## src/rtl/evrp_pkg.sv

```systemverilog
package evrp_pkg;
  localparam int PKT_W      = 8;
  localparam int FRAME_BITS = 10;
  localparam int B_VSYNC    = 7;
  localparam int B_MISS     = 6;
  localparam int B_HIT      = 1;
  localparam int B_VID      = 0;

  typedef enum logic [1:0] {
    IV_OFF = 2'b00, IV_1MS = 2'b01, IV_5MS = 2'b10, IV_10MS = 2'b11
  } ival_e;

  // cycles in one interval for a given select code
  function automatic int unsigned interval_ticks(input logic [1:0] sel, input int unsigned tpm);
    case (ival_e'(sel))
      IV_1MS:  return tpm;
      IV_5MS:  return 5 * tpm;
      IV_10MS: return 10 * tpm;
      default: return 0;
    endcase
  endfunction
endpackage

```

## src/rtl/evrp_collector.sv

```systemverilog
module evrp_collector
  import evrp_pkg::*;
(
  input  logic             clk,
  input  logic             rst_n,
  input  logic             ev_vsync,
  input  logic             ev_miss,
  input  logic             ev_miss_wr,
  input  logic             ev_miss_ifetch,
  input  logic             ev_addr_hit,
  input  logic             ev_vid_acc,
  input  logic             vid_en,
  input  logic             miss_en,
  input  logic             rd_en,
  input  logic             start,
  input  logic             busy,
  input  logic             done,
  output logic [PKT_W-1:0] pkt
);
  logic [PKT_W-1:0] pkt_q, snap_q, fresh_q, set_vec, clr_mask;
  logic             miss_ok;

  assign miss_ok = ev_miss && !ev_miss_ifetch && miss_en && (ev_miss_wr || rd_en);

  always_comb begin
    set_vec          = '0;
    set_vec[B_VSYNC] = ev_vsync;
    set_vec[B_MISS]  = miss_ok;
    set_vec[B_HIT]   = ev_addr_hit;
    set_vec[B_VID]   = ev_vid_acc && vid_en;
  end

  assign clr_mask = done ? (snap_q & ~fresh_q) : '0;

  always_ff @(posedge clk or negedge rst_n) begin
    if (!rst_n) begin
      pkt_q   <= '0;
      snap_q  <= '0;
      fresh_q <= '0;
    end else begin
      pkt_q <= (pkt_q & ~clr_mask) | set_vec;
      if (start) begin
        snap_q  <= pkt_q;
        fresh_q <= '0;
      end else if (busy) begin
        fresh_q <= fresh_q | set_vec;
      end
    end
  end

  assign pkt = pkt_q;


  sticky_hold_chk: assert property (@(posedge clk) disable iff (!rst_n)
    !$past(done) |-> ((pkt_q & $past(pkt_q)) == $past(pkt_q)));

  rsvd_zero_chk: assert property (@(posedge clk) disable iff (!rst_n)
    pkt_q[5:2] == 4'b0000);
endmodule

```

## src/rtl/evrp_timer.sv

```systemverilog
module evrp_timer
  import evrp_pkg::*;
#(
  parameter int unsigned TICKS_PER_MS = 1000
) (
  input  logic       clk,
  input  logic       rst_n,
  input  logic [1:0] sel,
  input  logic       restart,
  output logic       expire
);
  localparam int CW = $clog2(10 * TICKS_PER_MS + 1);
  logic [CW-1:0] cnt_q;
  logic [CW-1:0] last;

  assign last   = CW'(interval_ticks(sel, TICKS_PER_MS) - 1);
  assign expire = (sel != 2'b00) && (cnt_q == last);

  always_ff @(posedge clk or negedge rst_n) begin
    if (!rst_n)                          cnt_q <= '0;
    else if (restart || expire || sel == 2'b00) cnt_q <= '0;
    else                                 cnt_q <= cnt_q + 1'b1;
  end


  off_no_expire_chk: assert property (@(posedge clk) disable iff (!rst_n)
    (sel == 2'b00) |-> !expire);
endmodule

```

## src/rtl/evrp_shifter.sv

```systemverilog
module evrp_shifter
  import evrp_pkg::*;
#(
  parameter int unsigned BIT_TICKS = 16
) (
  input  logic             clk,
  input  logic             rst_n,
  input  logic             start,
  input  logic [PKT_W-1:0] pkt_in,
  output logic             busy,
  output logic             done,
  output logic             ser_out
);
  localparam int TW = (BIT_TICKS > 1) ? $clog2(BIT_TICKS) : 1;
  logic [PKT_W:0] data_q;
  logic [3:0]     bit_q;
  logic [TW-1:0]  tick_q;
  logic           busy_q, ser_q;
  logic           bit_end;

  assign bit_end = (tick_q == TW'(BIT_TICKS - 1));
  assign done    = busy_q && bit_end && (bit_q == 4'(FRAME_BITS - 1));

  always_ff @(posedge clk or negedge rst_n) begin
    if (!rst_n) begin
      busy_q <= 1'b0;
      ser_q  <= 1'b1;
      data_q <= '1;
      bit_q  <= '0;
      tick_q <= '0;
    end else if (start) begin
      busy_q <= 1'b1;
      ser_q  <= 1'b0;
      data_q <= {1'b1, pkt_in};
      bit_q  <= '0;
      tick_q <= '0;
    end else if (busy_q) begin
      if (bit_end) begin
        tick_q <= '0;
        if (done) busy_q <= 1'b0;
        else begin
          ser_q  <= data_q[0];
          data_q <= {1'b1, data_q[PKT_W:1]};
          bit_q  <= bit_q + 1'b1;
        end
      end else begin
        tick_q <= tick_q + 1'b1;
      end
    end
  end

  assign busy    = busy_q;
  assign ser_out = ser_q;


  idle_high_chk: assert property (@(posedge clk) disable iff (!rst_n)
    !busy_q |-> ser_q);

  start_low_chk: assert property (@(posedge clk) disable iff (!rst_n)
    $rose(busy_q) |-> !ser_q);
endmodule

```

## src/rtl/evt_pkt_reporter.sv

```systemverilog
module evt_pkt_reporter
  import evrp_pkg::*;
#(
  parameter int unsigned TICKS_PER_MS = 1000,
  parameter int unsigned BIT_TICKS    = 16
) (
  input  logic       clk,
  input  logic       rst_n,
  input  logic       reg_wr,
  input  logic       reg_sel,
  input  logic [7:0] reg_wdata,
  output logic [7:0] reg_rdata,
  input  logic       ev_vsync,
  input  logic       ev_miss,
  input  logic       ev_miss_wr,
  input  logic       ev_miss_ifetch,
  input  logic       ev_addr_hit,
  input  logic       ev_vid_acc,
  output logic       ser_out
);
  logic [1:0]       ival_q;
  logic             vid_en_q, miss_en_q, rd_en_q;
  logic             ctrl_wr, test_req, expire, start, busy, done, restart;
  logic [PKT_W-1:0] pkt;

  assign ctrl_wr  = reg_wr && !reg_sel;
  assign test_req = ctrl_wr && reg_wdata[7];
  assign restart  = ctrl_wr || done;
  assign start    = !busy && (test_req || (expire && (pkt != '0)));

  always_ff @(posedge clk or negedge rst_n) begin
    if (!rst_n) begin
      ival_q <= 2'b00; vid_en_q <= 1'b0; miss_en_q <= 1'b0; rd_en_q <= 1'b0;
    end else if (ctrl_wr) begin
      ival_q    <= reg_wdata[1:0];
      vid_en_q  <= reg_wdata[2];
      miss_en_q <= reg_wdata[3];
      rd_en_q   <= reg_wdata[4];
    end
  end

  assign reg_rdata = reg_sel ? pkt : {3'b000, rd_en_q, miss_en_q, vid_en_q, ival_q};

  evrp_collector u_coll (
    .clk, .rst_n, .ev_vsync, .ev_miss, .ev_miss_wr, .ev_miss_ifetch,
    .ev_addr_hit, .ev_vid_acc, .vid_en(vid_en_q), .miss_en(miss_en_q),
    .rd_en(rd_en_q), .start, .busy, .done, .pkt
  );

  evrp_timer #(.TICKS_PER_MS(TICKS_PER_MS)) u_tmr (
    .clk, .rst_n, .sel(ival_q), .restart, .expire
  );

  evrp_shifter #(.BIT_TICKS(BIT_TICKS)) u_shf (
    .clk, .rst_n, .start, .pkt_in(pkt), .busy, .done, .ser_out
  );


  no_empty_send_chk: assert property (@(posedge clk) disable iff (!rst_n)
    (expire && pkt == '0 && !test_req && !busy) |=> !busy);

  test_send_chk: assert property (@(posedge clk) disable iff (!rst_n)
    (test_req && !busy) |=> (busy && !ser_out));
endmodule

```

## config.mk

```make
export PLATFORM = sky130hd
export DESIGN_NAME = evt_pkt_reporter
export DESIGN_NICKNAME = d
export VERILOG_FILES = /design/src/rtl/evrp_pkg.sv /design/src/rtl/evrp_collector.sv /design/src/rtl/evrp_timer.sv /design/src/rtl/evrp_shifter.sv /design/src/rtl/evt_pkt_reporter.sv
export SDC_FILE = /design/constraint.sdc
export NUM_CORES = 1
export LEC_CHECK = 0
export CAP_MARGIN = 20
export CORE_MARGIN = 3
export CORE_UTILIZATION = 67
export CTS_CLUSTER_SIZE = 28
export DETAILED_ROUTE_END_ITERATION = 8
export DONT_BUFFER_PORTS = 1
export PLACE_DENSITY = 0.91
export SYNTH_ARGS = -nofsm -noshare
export SYNTH_HDL_FRONTEND = slang
export SYNTH_SLANG_ARGS = --single-unit
```

## constraint.sdc

```tcl
create_clock -name clk -period 6.3 [get_ports clk]
set_clock_uncertainty 0.05 [all_clocks]
set_input_delay 1.26 -clock clk [delete_from_list [all_inputs] [get_ports clk]]
set_output_delay 1.26 -clock clk [all_outputs]
set_load 0.01 [all_outputs]
```

=== After elaboration in Yosys (flattened, before gate mapping) ===
Cells that the tools add are included.

* Word-level logic and storage cells: 80
* Memory bits (writable): 0
* Register bits: 62
* Input port bits: 18
* Bits in latches: 0
* ROM bits: 0
* Output and inout port bits: 9
* Memories: 0

* $lt $le $gt $ge: 0
* Multiplexer cells: 25
* Equality and inequality tests: 7
* $add $sub $neg: 4
* Shift operators: 0
* Multiply operators: 0
* Bitwise operators: 6
* Reductions and logical operators: 25
* Div/mod/pow operators: 0

{| class="wikitable"
|+ Operators by type and width
! operator !! count
|-
| $pmux 14 s3 || 1
|-
| $mux 9 || 4
|-
| $mux 8 || 4
|-
| $mux 4 || 7
|-
| $and 8x8->8 || 2
|-
| $not 8->8 || 2
|-
| $or 8x8->8 || 2
|-
| $add 14x1->14 const B || 1
|-
| $eq 14x14->1 || 1
|-
| $mux 14 || 1
|-
| $sub 14x1->14 const B || 1
|-
| $logic_and 1x1->1 || 11
|-
| $add 4x1->4 const B || 2
|-
| $eq 4x4->1 const B || 2
|-
| $mux 1 || 8
|-
| $reduce_bool 8->1 || 1
|-
| $reduce_bool 2->1 || 3
|-
| $logic_or 1x1->1 || 5
|-
| $eq 2x2->1 const B || 2
|-
| $logic_not 1->1 || 3
|-
| $reduce_and 3->1 || 1
|-
| $eq 2x1->1 const B || 1
|-
| $logic_not 2->1 || 1
|-
| $ne 2x2->1 const B || 1
|}

=== Depth between registers and ports, before layout ===
Gate-level depths: netlist (run 1).

* Word-level depth: 10
* Depth in mapped cells: 9
* Mapped depth without buffers: 7

=== By module ===
Synthesis (run 1) repeated with hierarchy kept, for this count alone.

* Cell total of the unflattened synthesis: 271
* Area total of the unflattened synthesis: 2899.0 um^2

{| class="wikitable"
|+ By module, submodules not included
! module !! cells an instance !! area each (um^2) !! seq. area each (um^2) !! times used
|-
| evrp_shifter || 102 || 948.4 || 461.7 || 1
|-
| evrp_timer || 90 || 862.1 || 350.3 || 1
|-
| evrp_collector || 52 || 774.5 || 500.5 || 1
|-
| evt_pkt_reporter || 27 || 314.1 || 125.1 || 1
|}

=== Least setup slack after synthesis (run 1) ===
Ideal clock, no wire load.

* Path kind: in2out
* Start: input reg_sel
* End: output reg_rdata[2]
* Setup slack: 3.101 ns
* Data arrival time: 1.889 ns
* Buffers on the path: 1
* Stages on the path: 2
* Required time: 4.990 ns
* Cells stage by stage: clkbuf_1 mux2_2

* Word-level cells in the longest chain between the ends: 1

{| class="wikitable"
|+ Ends and longest elaborated chain
! item !! RTL line !! source
|-
| start, declared || evt_pkt_reporter.sv:10 || <nowiki>input logic reg_sel,</nowiki>
|-
| $mux 8 || evt_pkt_reporter.sv:42 || <nowiki>assign reg_rdata = reg_sel ? pkt : {3'b000, rd_en_q, miss_en_q, vid_en_q, ival_q};</nowiki>
|-
| end, declared || evt_pkt_reporter.sv:12 || <nowiki>output logic [7:0] reg_rdata,</nowiki>
|}

No other way between the ends.

=== Worst setup path in the final report (run 1) ===
* Start: register ival_q[0]
* End: register u_coll.snap_q[1]

* Word-level cells in the longest chain between the ends: 8
* Elaborated cells on any way between the ends: 11
* Those cells by class: add/sub (1); eq/ne (4); mux (1); reduce/logical (5)

{| class="wikitable"
|+ Ends and longest elaborated chain
! item !! RTL line !! source
|-
| start, declared || evt_pkt_reporter.sv:21 || <nowiki>logic [1:0] ival_q;</nowiki>
|-
| start signal, assigned || evt_pkt_reporter.sv:35 || <nowiki>ival_q <= reg_wdata[1:0];</nowiki>
|-
| $eq 2x2->1 or $eq 2x1->1 (tied branches) || evrp_pkg.sv:15 || <nowiki>case (ival_e'(sel))</nowiki>
|-
| $pmux 14 s3 || evrp_pkg.sv:15 ||
|-
| $sub 14x1->14 || evrp_timer.sv:16 || <nowiki>assign last = CW'(interval_ticks(sel, TICKS_PER_MS) - 1);</nowiki>
|-
| $eq 14x14->1 || evrp_timer.sv:17 || <nowiki>assign expire = (sel != 2'b00) && (cnt_q == last);</nowiki>
|-
| $logic_and 1x1->1 * || evrp_timer.sv:17 ||
|-
| $logic_and 1x1->1 * || evt_pkt_reporter.sv:29 || <nowiki>assign start = !busy && (test_req || (expire && (pkt != '0)));</nowiki>
|-
| $logic_or 1x1->1 * || evt_pkt_reporter.sv:29 ||
|-
| $logic_and 1x1->1 * || evt_pkt_reporter.sv:29 ||
|-
| end signal, assigned || evrp_collector.sv:43 || <nowiki>snap_q <= pkt_q;</nowiki>
|-
| end, declared || evrp_collector.sv:20 || <nowiki>logic [PKT_W-1:0] pkt_q, snap_q, fresh_q, set_vec, clr_mask;</nowiki>
|}

Mark *: on every way between the ends. The rest lies on a longest branch, timed or not.
A chain may end at the register's enable or synchronous reset.

==> results of run 1 <==
-- worst register-to-register path: stages, from the launching register on --
cell       delay, ns
dfrtp_1         0.44
inv_1           0.13
ha_1            0.31
or4b_4          0.47
a2111oi_4       0.35
nand4_1         0.18
a21oi_2         0.87
mux2_2          0.44
-- kinds of logic (layout without fill, tap and decap cells) --
| family | Yosys count | count (layout) | synth area share [%] |
|---|---|---|---|
| AO/OA/AOI/OAI | 30 | 30 | 7.55 |
| XOR/XNOR | 20 | 20 | 6.33 |
| adder cells (fa/ha/maj) | 8 | 8 | 3.62 |
| buffers and inverters | 15 | 23 | 2.58 |
| flip-flops | 57 | 57 | 51.9 |
| multiplexers | 31 | 31 | 12.5 |
| AND/OR/NAND/NOR | 90 | 90 | 15.5 |
-- stage by stage --
step | hold slack (ns) | total power [W]
after floorplan | 0.375 | 0.000426
after global placement | 0.383 | 0.000432
after detailed placement | 0.388 | 0.000435
after CTS | 0.401 | 0.000739
after global routing | 0.427 | 0.000765
final | 0.399 | 0.000737
-- worst max path at each step --
| stage | start | cells past startpoint | endpoint |
|---|---|---|---|
| 4_1_cts | ival_q[0] | 7 | u_coll.snap_q[1] |
| 3_3_place_gp | reg_wr | 4 | u_coll.snap_q[5] |
| 5_1_grt | ival_q[0] | 7 | u_coll.snap_q[0] |
| 3_5_place_dp | reg_wr | 4 | u_coll.snap_q[3] |
| 2_1_floorplan | reg_sel | 2 | reg_rdata[2] |
| 6_report | ival_q[0] | 7 | u_coll.snap_q[1] |
-- final cells by class --
class / instances / area, um2 / share of cell area [%]
Sequential cell: 57 / 1440 / 48.5
Tap cell: 48 / 60.1 / 2.03
Clock buffer: 12 / 155 / 5.23
Inverter: 7 / 26.3 / 0.886
Multi-Input combinational cell: 179 / 1260 / 42.4
Clock inverter: 4 / 27.5 / 0.928
-- cell usage in the layout, fill, tap and decap left out, types with 7 or more instances in the layout --
master / n
nand3_1: 7
mux2_2: 28
dfrtp_1: 48
inv_1: 7
o21ai_0: 12
dfstp_2: 9
clkbuf_8: 11
nor2_1: 28
xnor2_1: 10
ha_1: 8
xor2_1: 10
nand2_1: 27
-- where the power goes --
| group | total (W) | switching, W | internal (W) |
|---|---|---|---|
| Sequential | 0.000383 | 0.00000763 | 0.000375 |
| Clock | 0.000309 | 0.000145 | 0.000163 |
| Combinational | 0.0000460 | 0.0000252 | 0.0000209 |
-- sequential cells by signal (all words and copies together), names as in the netlist --
name	flops
ival_q	2
miss_en_q	1
rd_en_q	1
u_coll.fresh_q	4
u_coll.pkt	8
u_coll.snap_q	8
u_shf.bit_q	4
u_shf.busy	1
u_shf.data_q	8
u_shf.ser_out	1
u_shf.tick_q	4
u_tmr.cnt_q	14
vid_en_q	1
-- layer usage --
layer	GRT usage, %	part of all wire, %
met5	0	0
met4	10.9	2.2
met3	6.62	5.3
met2	37.8	48
met1	32.2	45
==> results.yml, run 1 <==
finish:
  fin_cells: 307
  post-route-util_pct: 77.5
  layout-drive-gt1-share_pct: 22.0
  fin_nets: 280
  area_growth_syn_to_layout_pct: 7.14
  stdcell_area_mm2: 0.00297
  diodes: 0
  num-fill-cells: 234
logic_synthesis:
  synth-main-ff-cell: "dfrtp_1"
  synthArstFlopShare_pct: 100
  yosys_warnings: 0
  synth_top_cell_by_area: "dfrtp_1"
  synth.top_cell.area_share_pct: 43.4
  synthDistinctLibCells: 36
  synth_common_cells: "dfrtp_1, mux2_2, nor2_1"
  syn_nets: 277
  syn_area_mm2: 0.00277
  synth_most_common_cell: "dfrtp_1"
  ys_seq_area_share_pct: 51.9
  yosys-top-cells-area: "dfrtp_1, mux2_2, dfstp_2"
  netlist_instances: 251
  avgSynthCellArea_um2: 11.0
  ys_ff_latch: 57
  synth_edf_count: 0
hold_path:
  hold_depth: 1
  hp-start: "u_coll.snap_q[5]"
  hp-class: "reg2reg"
  holdPathEnd: "u_coll.pkt[5]"
place:
  hpwl_um: 3420
  place_ws_ns: 2.82
  placedCellCount: 291
  place_area_mm2: 0.00278
  portBuffers: 0
  place.gp.congestion: 0.884
sta:
  worst_pin_slew_ns: 1.11
  min_period_over_period_pct: 53.2
  finalSetupTns_ns: 0
  finalSetupViolCount: 0
  max_clock_freq_mhz: 298
  slew_violations: 0
  finalHoldViolations: 0
  grt_setup_unrepaired: "no"
  setup_slack_ns: 2.95
  max_slew_margin_pct: 25.9
  finalCriticalPeriod_ns: 3.35
grt:
  grt_overflow_total: 0
  grt_usage_pct: 24.4
  grt_max_degree: 58
  first_global_vias: 1935
  antenna_found_initial: 0
  grt_first_pass_wirelength_um: 9240
detailed_routing:
  finalWirelength_um: 5380
  routed_via_density: 6.04
  post_drt_wl_per_cell_um: 17.5
  drc: 0
  first_pass_iters: 4
  first_iter_violations: 136
  drtAntennaViolNets: 0
  vias: 1855
clock_tree:
  root_buffer: "clkbuf_8"
  cts.sinks: 57
  cts_buffer_depth: 2
  clk_pin_slew_worst_paths_ns: 0.07
  cts_tree: "yes"
  hold_buffers: 0
  ctsResizeCount: 0
  postCtsSetupBuffers: 0
  cts_made_buffers: 9
  htree_levels: 3
  worstSkewPairLatency_ns: 0.34
die:
  start_util_pct: 72.3
  fp.dieArea_mm2: 0.00494
  io_pins: 27
  fp.dieH_um: 70.3
  fp.dieW_um: 70.3
  core_mm2: 0.00383
  num_rows: 22
power:
  power.density_mw_per_mm2: 249
  p_leak_nw: 1.26
  peakVddDrop_v: 0.000224
setup_path:
  crit_family: "compound AO/OA/AOI/OAI gates"
  crit_type: "reg2reg"
  r2r_cells: 7
  path_buf_inv: 1
  worstReg2RegStart: "ival_q[0]"
  start_kind: "flop"
  rr_endpoint: "u_coll.snap_q[1]"
  endpoint_kind: "flop"
  cp_cell_sequence: "inv_1, ha_1, or4b_4, a2111oi_4, nand4_1, a21oi_2, mux2_2"
  worstPathMaxFanout: 21
  slowest_stage: "a21oi_2"
  r2r_slack_ns: 2.95
  required_ns: 6.47
  slowest_delay_ns: 0.87
  arrival_ns: 3.52
run:
  drv_cap: 0
outcome:
  status: "finished clean"
(Power assumes the default switching activity.)
==> run 2, diff against run 1 <==
CORE_UTILIZATION = 56   (was 67)
PLACE_DENSITY = 0.82   (was 0.91)
clock period = 2.7 ns   (was 6.3 ns; I/O delays follow)
==> run 2 against run 1 <==
  * Design area up 4.8%
  * Clock-buffer cell count rose by 1
  * Via count fell by 2.3%
  * Largest power group unchanged
  * Worst hold slack got worse by 0.39 ns
  * Global-route usage decreased by 5.6 points
  * Final cell count up 8.1%
  * First-iteration DRC count stayed put
  * Total power is 150% higher
  * Register-to-register slack got worse by 2.8 ns
  * Largest cell class unchanged
==> results.yml, run 2 (synthesized netlist as in run 1, its figures left out) <==
setup_path:
  r2r_cells: 8
  arrival_ns: 2.75
  setup.worst_path.start: "ival_q[1]"
  worstPathMaxFanout: 21
  rr_endpoint: "u_coll.snap_q[2]"
  cp_cell_sequence: "inv_1, ha_4, or4b_4, a2111oi_4, nand4_1, a21oi_2, buf_12, mux2_2"
  crit_type: "reg2reg"
  endpoint_kind: "flop"
  r2r_slack_ns: 0.11
  start_kind: "flop"
  slowest_stage: "or4b_4"
  required_ns: 2.87
  slowest_delay_ns: 0.46
  worstReg2RegStart: "ival_q[1]"
finish:
  mostFrequentLayoutCells: "dfrtp_1, nor2_1, mux2_2"
  diodes: 0
  largest_reg_flops: 14
  layout-drive-gt1-share_pct: 24.7
  regMostFlops: "u_tmr.cnt_q"
  stdcell_area_mm2: 0.00311
  fin_nets: 288
  layout_commonest_cell: "dfrtp_1"
  num-fill-cells: 329
  area_growth_syn_to_layout_pct: 12.3
  fin_cells: 332
grt:
  antenna_found_initial: 0
  grt_max_degree: 58
  first_global_vias: 1863
  grt_overflow_total: 0
  grt_first_pass_wirelength_um: 8700
  grt_usage_pct: 18.9
die:
  start_util_pct: 60.6
  io_pins: 27
  core_mm2: 0.00456
  fp.dieH_um: 76.3
  fp.dieArea_mm2: 0.00582
  fp.dieW_um: 76.3
  num_rows: 24
clock_tree:
  clk_pin_slew_worst_paths_ns: 0.06
  cts_made_buffers: 9
  cts_buffer_depth: 2
  htree_levels: 3
  root_buffer: "clkbuf_8"
  worstSkewPairLatency_ns: 0.33
  postCtsSetupBuffers: 0
  cts_tree: "yes"
  cts.sinks: 57
power:
  peakVddDrop_v: 0.000404
  power.density_mw_per_mm2: 588
  p_leak_nw: 1.33
hold_path:
  hp-class: "in2async"
detailed_routing:
  first_pass_iters: 4
  post_drt_wl_per_cell_um: 15.2
  vias: 1813
  drtAntennaViolNets: 0
  drc: 0
  first_iter_violations: 136
  routed_via_density: 5.46
  finalWirelength_um: 5050
sta:
  max_slew_margin_pct: 39.9
  finalSetupViolCount: 0
  hold_ws_ns: 0.00964
  finalHoldViolations: 0
  finalCriticalPeriod_ns: 2.59
  slew_violations: 0
  max_clock_freq_mhz: 387
  worst_pin_slew_ns: 0.890
  min_period_over_period_pct: 95.8
place:
  hpwl_um: 3410
  portBuffers: 0
  place_area_mm2: 0.00287
  place.gp.congestion: 0.822
  placedCellCount: 315
run:
  drv_cap: 0
outcome:
  status: "finished clean"
## run 2: cell type report
cell class	instances	area, um2	share of cell area, %
multi-input combinational	179	1270	40.9
timing repair buffer	8	92.6	2.98
sequential	57	1440	46.3
clock buffer	13	159	5.11
clock inverter	3	40.0	1.29
tap	65	81.3	2.62
inverter	7	26.3	0.845
## run 2: how the worst max path moves through the flow
| stage | endpoint | slack (ns) | cells past startpoint |
|---|---|---|---|
| 5_1_grt | u_coll.fresh_q[0] | -0.006 | 7 |
| 6_report | u_coll.snap_q[2] | 0.11 | 8 |
| 3_5_place_dp | u_coll.snap_q[2] | 0.09 | 8 |
| 3_3_place_gp | u_coll.snap_q[4] | 0.11 | 8 |
| 2_1_floorplan | u_coll.snap_q[0] | 0.13 | 8 |
| 4_1_cts | u_coll.snap_q[2] | 0.08 | 8 |
## run 2: report_power, final
part	internal [W]	switching (W)	total, W	leakage [nW]
Sequential	0.000875	0.0000156	0.000891	0.701
Clock	0.000474	0.000325	0.000799	0.103
Combinational	0.0000611	0.0000763	0.000137	0.524
Total	0.00141	0.000417	0.00183	1.33
## run 2: worst max-delay path, delay by kind of cell, from the launching register on
kind                       cells  cell delay [ns]
and+or+nand+nor                2             0.62
DFF                            1             0.35
adders and majority gates      1             0.27
buffers and inverters          2             0.27
muxes                          1             0.35
AOI/OAI and AO/OA              2             0.57
## run 2: stage by stage
step | utilization, % | TNS [ns] | power, W | setup slack [ns]
2_1_floorplan | - | 0 | 0.000995 | 0.134
6_report | 68.1 | 0 | 0.00183 | 0.114
5_1_grt | 68.1 | -0.00607 | 0.00191 | -0.00607
4_1_cts | 67.8 | 0 | 0.00184 | 0.0815
3_3_place_gp | 62.9 | 0 | 0.00102 | 0.113
3_5_place_dp | 62.9 | 0 | 0.00102 | 0.0927
## run 2: per-layer routing
| layer | vias up | global-route usage (%) | part of all wire, % |
|---|---|---|---|
| met5 | - | 0 | 0 |
| met4 | 0 | 7.97 | 1.4 |
| met3 | 11 | 6.62 | 5.1 |
| met2 | 37 | 27.9 | 45 |
| met1 | 882 | 25.3 | 48 |
| li1 | 883 | - | - |
## run 2: repair_timing
item                                   4_1_cts  5_1_grt
gates resized for setup                      0        2
setup endpoints to repair                    0        9
endpoints found under the hold margin       57        0
hold buffers                                 1        0
